$ cat src/rtl/spi_irq_pkg.sv
package spi_irq_pkg;
  // register offsets that software depends on
  localparam logic [7:0]  OFS_GLOBAL = 8'h1C;
  localparam logic [7:0]  OFS_STATUS = 8'h20;
  localparam logic [7:0]  OFS_ENABLE = 8'h28;
  localparam logic [7:0]  OFS_SRESET = 8'h40;
  localparam logic [31:0] SRESET_KEY = 32'h0000_000A;

  // strobes from control to datapath
  typedef struct packed {
    logic wrGlobal;
    logic wrEnable;
    logic wrClear;
    logic softClr;
  } irqStrobes_t;
endpackage

$ cat src/rtl/spi_irq_ctrl.sv
module spi_irq_ctrl
  import spi_irq_pkg::*;
#(
  parameter int ADDR_W  = 8,
  parameter int DATA_W  = 32,
  parameter int RST_LEN = 4
) (
  input  logic              clk,
  input  logic              rstN,
  input  logic              regWrite,
  input  logic [ADDR_W-1:0] regAddr,
  input  logic [DATA_W-1:0] regWdata,
  output irqStrobes_t       strb,
  output logic              coreRst
);
  localparam int CNT_W = $clog2(RST_LEN + 1);

  logic [CNT_W-1:0] pulseCnt;
  logic keyHit;
  logic selGlobal, selStatus, selEnable, selReset;

  always_comb begin
    selGlobal = regAddr == ADDR_W'(OFS_GLOBAL);
    selStatus = regAddr == ADDR_W'(OFS_STATUS);
    selEnable = regAddr == ADDR_W'(OFS_ENABLE);
    selReset  = regAddr == ADDR_W'(OFS_SRESET);
    keyHit    = regWrite && selReset && (regWdata == DATA_W'(SRESET_KEY));
  end

  // reset pulse length counter
  always_ff @(posedge clk) begin
    if (!rstN)               pulseCnt <= '0;
    else if (keyHit)         pulseCnt <= CNT_W'(RST_LEN);
    else if (pulseCnt != '0) pulseCnt <= pulseCnt - 1'b1;
  end

  assign coreRst = pulseCnt != '0;

  always_comb begin
    strb.softClr  = keyHit || coreRst;
    strb.wrGlobal = regWrite && selGlobal;
    strb.wrEnable = regWrite && selEnable;
    strb.wrClear  = regWrite && selStatus;
  end
endmodule

$ cat src/rtl/spi_irq_datapath.sv
module spi_irq_datapath
  import spi_irq_pkg::*;
#(
  parameter int NUM_SRC = 7,
  parameter int ADDR_W  = 8,
  parameter int DATA_W  = 32
) (
  input  logic               clk,
  input  logic               rstN,
  input  logic [NUM_SRC-1:0] events,
  input  irqStrobes_t        strb,
  input  logic [DATA_W-1:0]  regWdata,
  input  logic [ADDR_W-1:0]  regAddr,
  output logic [DATA_W-1:0]  regRdata,
  output logic               irq,
  output logic [NUM_SRC-1:0] statusQ,
  output logic [NUM_SRC-1:0] enableQ,
  output logic               globalQ,
  output logic [NUM_SRC-1:0] riseVec
);
  localparam int PAD_W = DATA_W - NUM_SRC;

  logic [NUM_SRC-1:0] evPrev;

  always_ff @(posedge clk) begin
    if (!rstN) evPrev <= '0;
    else       evPrev <= events;
  end

  assign riseVec = events & ~evPrev;

  // per-source sticky status; a new edge beats a clear
  for (genvar i = 0; i < NUM_SRC; i++) begin : g_status
    always_ff @(posedge clk) begin
      if (!rstN)                            statusQ[i] <= 1'b0;
      else if (strb.softClr)                statusQ[i] <= 1'b0;
      else if (riseVec[i])                  statusQ[i] <= 1'b1;
      else if (strb.wrClear && regWdata[i]) statusQ[i] <= 1'b0;
    end
  end

  always_ff @(posedge clk) begin
    if (!rstN)             enableQ <= '0;
    else if (strb.softClr) enableQ <= '0;
    else if (strb.wrEnable) enableQ <= regWdata[NUM_SRC-1:0];
  end

  always_ff @(posedge clk) begin
    if (!rstN)              globalQ <= 1'b0;
    else if (strb.wrGlobal) globalQ <= regWdata[DATA_W-1];
  end

  always_ff @(posedge clk) begin
    if (!rstN) irq <= 1'b0;
    else       irq <= globalQ && |(statusQ & enableQ);
  end

  always_comb begin
    if (regAddr == ADDR_W'(OFS_GLOBAL))      regRdata = {globalQ, {(DATA_W-1){1'b0}}};
    else if (regAddr == ADDR_W'(OFS_STATUS)) regRdata = {{PAD_W{1'b0}}, statusQ};
    else if (regAddr == ADDR_W'(OFS_ENABLE)) regRdata = {{PAD_W{1'b0}}, enableQ};
    else                                     regRdata = '0;
  end
endmodule

$ cat src/rtl/spi_irq_unit.sv
module spi_irq_unit
  import spi_irq_pkg::*;
#(
  parameter int NUM_SRC = 7,
  parameter int ADDR_W  = 8,
  parameter int DATA_W  = 32,
  parameter int RST_LEN = 4
) (
  input  logic               clk,
  input  logic               rstN,
  input  logic               regWrite,
  input  logic [ADDR_W-1:0]  regAddr,
  input  logic [DATA_W-1:0]  regWdata,
  output logic [DATA_W-1:0]  regRdata,
  input  logic [NUM_SRC-1:0] events,
  output logic               irqOut,
  output logic               coreRstOut
);
  irqStrobes_t        strb;
  logic               softClr;
  logic [NUM_SRC-1:0] statusQ, enableQ, riseVec;
  logic               globalQ;

  assign softClr = strb.softClr;

  spi_irq_ctrl #(.ADDR_W(ADDR_W), .DATA_W(DATA_W), .RST_LEN(RST_LEN)) ctrl_i (
    .clk(clk), .rstN(rstN), .regWrite(regWrite), .regAddr(regAddr),
    .regWdata(regWdata), .strb(strb), .coreRst(coreRstOut)
  );

  spi_irq_datapath #(.NUM_SRC(NUM_SRC), .ADDR_W(ADDR_W), .DATA_W(DATA_W)) dp_i (
    .clk(clk), .rstN(rstN), .events(events), .strb(strb), .regWdata(regWdata),
    .regAddr(regAddr), .regRdata(regRdata), .irq(irqOut), .statusQ(statusQ),
    .enableQ(enableQ), .globalQ(globalQ), .riseVec(riseVec)
  );
endmodule

$ cat config.mk
export PLATFORM = sky130hd
export DESIGN_NAME = spi_irq_unit
export DESIGN_NICKNAME = d
export VERILOG_FILES = /design/src/rtl/spi_irq_pkg.sv /design/src/rtl/spi_irq_ctrl.sv /design/src/rtl/spi_irq_datapath.sv /design/src/rtl/spi_irq_unit.sv
export SDC_FILE = /design/constraint.sdc
export NUM_CORES = 1
export LEC_CHECK = 0
export ABC_AREA = 1
export ABC_CLOCK_PERIOD_IN_PS = 1800
export CAP_MARGIN = 5
export CORE_MARGIN = 3
export CORE_UTILIZATION = 40
export DETAILED_ROUTE_END_ITERATION = 8
export HOLD_SLACK_MARGIN = 0.12
export PLACE_DENSITY = 0.84
export SLEW_MARGIN = 20
export SYNTH_ARGS = -nofsm -noshare
export SYNTH_HDL_FRONTEND = slang
export SYNTH_SLANG_ARGS = --single-unit
$ cat constraint.sdc
create_clock -name clk -period 1.8 [get_ports clk]
set_clock_uncertainty 0.1 [all_clocks]
set_input_delay 0.18 -clock clk [delete_from_list [all_inputs] [get_ports clk]]
set_output_delay 0.18 -clock clk [all_outputs]
set_load 0.005 [all_outputs]
==> results.tsv <==
metric	value	unit
outcome	complete, no violations	
post-synth-top-area-cell	sky130_fd_sc_hd__dfxtp_1	
die_h	70.5	µm
p_seq_share	42.8	%
ant_nets	0	
cts_tree	done	
signal_arrival_time_at_the_worst_endpoint	1490	ps
synth-simple-area-share	36.2	%
io_buffer_count	59	
grt_max_degree	17	
power_frac_clock	23.2	%
final_hold_viol_count	0	
yosys-top-cells-area	sky130_fd_sc_hd__dfxtp_1, sky130_fd_sc_hd__buf_4, sky130_fd_sc_hd__nand2_1	
pin_count	84	
power	1640	µW
ys_ff_latch	26	
total_switching_power	511	µW
power_switching_share	31.2	%
grt_overflow	0	
parity_gate_share_of_the_synthesized_area_counting_xor_and_xnor_cells	0.527	%
crit_fanout	2	
wl_per_cell	12.4	µm
grt_first_pass_wirelength	7180	µm
synth.mux.area_fraction	0	%
antenna-diode-count	0	
place.detailed.hpwl	3400	µm
clk_pin_slew	90	ps
synthDistinctLibCells	26	
synth_compound_area_share	5.04	%
antenna_found_initial	0	
drv_cap	0	
highest_count_cells_in_the_layout_ignoring_fill_and_taps	sky130_fd_sc_hd__nand2_1, sky130_fd_sc_hd__nor2_1, sky130_fd_sc_hd__clkdlybuf4s50_1, sky130_fd_sc_hd__inv_1, sky130_fd_sc_hd__buf_4	
yosysWarnings	0	
slew_viol_final	0	
vias	1812	
postLayoutSetupSlackWorst	33.6	ps
cp-end-kind	primary output	
p_comb_share	33.9	%
clock_sink_count	26	
cell_at_the_root_of_the_clock_tree	sky130_fd_sc_hd__clkbuf_8	
setup_tns	0	ps
die_width	70.5	µm
fp-row-count	22	
final_clock_period_utilization_by_the_worst_path	98.1	%
setup_viol_count_final	0	
totalWireLength	4800	µm
powerDensity	663	nW/µm²
tritoncts.num_buffers	3	
netlist_area	1660	µm²
layout-drive-gt1-share	16.8	%
layout.cells.most_common	sky130_fd_sc_hd__nand2_1	
hold_path.class	input port to flop	
p_leak	0.00123	µW
postSynthAreaPerCell	6.50	µm²
track_usage	17.9	%
syn-instance-count	256	
final_net_count	393	
placement.setup.worst_slack	-338	ps
clk_latency	270	ps
detail_route.first_pass.iterations	4	
coreArea	3830	µm²
utilization	64.6	%
route.detailed.vias_per_inst	4.68	
cpPeakStageDelay	250	ps
via_count_of_the_first_global_routing_pass	1673	
clock_tree.buffer_depth	2	
drc_errors	0	
synth_top_area_share	31.3	%
combinational_family_with_the_most_area_after_synthesis	simple AND/OR/NAND/NOR gates	
setup.worst_path.class	input port to primary output	
cp_cell_sequence	dlygate4sd2_1 -> nor2_2 -> nand3_4 -> inv_4 -> buf_4 -> buf_4 -> nand2_1 -> o22ai_1 -> clkdlybuf4s15_2	
htree_num_levels	1	
clock.fmax	566	MHz
fp.dieArea	4970	µm²
area_growth_syn_to_layout	48.6	%
worst-endpoint-required	1520	ps
power.ir.vdd_worst	0.000705	V
finalCriticalPeriod	1770	ps
initialDrtViolationCount	151	
setup.worst_path.start_class	input port	
power.internal	1130	µW
crit_path_frequent_cell	sky130_fd_sc_hd__buf_4	
post_synth_fa_ha_maj_area_fraction	2.26	%
timing.critical_path.slowest_stage_cell	sky130_fd_sc_hd__dlygate4sd2_1	
cts.hold.buffers_added	0	
synth.yosys.seq_area_share	31.3	%
routabilityCongestion	0.856	
initial_utilization	43.5	%
-- synth_stat cells, drive strengths merged --
cell and n:
a211oi 1, a21boi 1, a21oi 8, buf 30, clkbuf 2, conb 1
dfxtp 26, ha 3, inv 44, nand2 52, nand3 19, nand4 10
nor2 50, nor3 3, o21ai 2, o22ai 3, xor2 1
-- path summary, 6_finish.rpt --
path / depth (start not counted) / slack [ps] / startpoint / to
worst min register to register: 2 / 340 / dp_i.globalQ$_SDFFE_PN0P_ / dp_i.irq$_SDFF_PN0_
worst max register to register: 6 / 380 / ctrl_i.pulseCnt[0]$_SDFFE_PP0P_ / ctrl_i.pulseCnt[2]$_SDFFE_PN0P_
worst max-delay path: 9 / 30 / regAddr[7] / regRdata[0]
worst min-delay path: 7 / 340 / regAddr[4] / dp_i.globalQ$_SDFFE_PN0P_
-- per-stage QoR --
stage	hold WS (ps)	instance area [µm²]	cells
after global routing	343	2470	387
after floorplan	173	1750	279
final	340	2470	387
after CTS	347	2450	386
after global placement	325	2280	370
after detailed placement	337	2280	370
-- layout make-up --
cell class / count / area, µm²
fill: 354 / 1360
tap: 48 / 60.1
multi-input combinational: 177 / 855
inverter: 44 / 168
sequential: 26 / 523
clock buffer: 4 / 55.1
timing repair buffer: 88 / 811
-- power by group through the flow --
stage               registers [µW]  clock network (µW)  logic [µW]
floorplan                      698                   0         356
global placement               707                   0         513
detailed placement             711                   0         530
CTS                            700                 389         548
global route                   710                 416         624
finish                         702                 380         556
-- routing by layer --
layer,part of all wire [%],GRT usage [%]
met3,6.9,3.60
met1,34,17.6
met4,4.0,6.60
met2,55,35.7
met5,0,0
-- logic make-up (layout without fill, tap and decap cells) --
kind of cell,after synthesis,count (layout)
AO/OA/AOI/OAI,15,15
XOR/XNOR,1,1
adder cells (fa/ha/maj),3,3
buffers and inverters,76,136
flip-flops,26,26
other,1,24
AND/OR/NAND/NOR,134,134
-- state kept, by name, indices dropped and copies added (netlist names) --
signal / flops
dp_i.statusQ: 7
dp_i.evPrev: 7
dp_i.irq: 1
dp_i.enableQ: 7
ctrl_i.pulseCnt: 3
dp_i.globalQ: 1
-- critical path, delay by kind of cell --
family,cells,cell delay (ps)
AOI/OAI and AO/OA,1,160
and+or+nand+nor,3,370
buffers and inverters,5,760
-- timing repair --
item,CTS,global route
endpoints found under the setup margin,9,8
pin swaps,4,5
resized for setup,32,10
setup buffers,12,1
(Power assumes the default switching activity.)
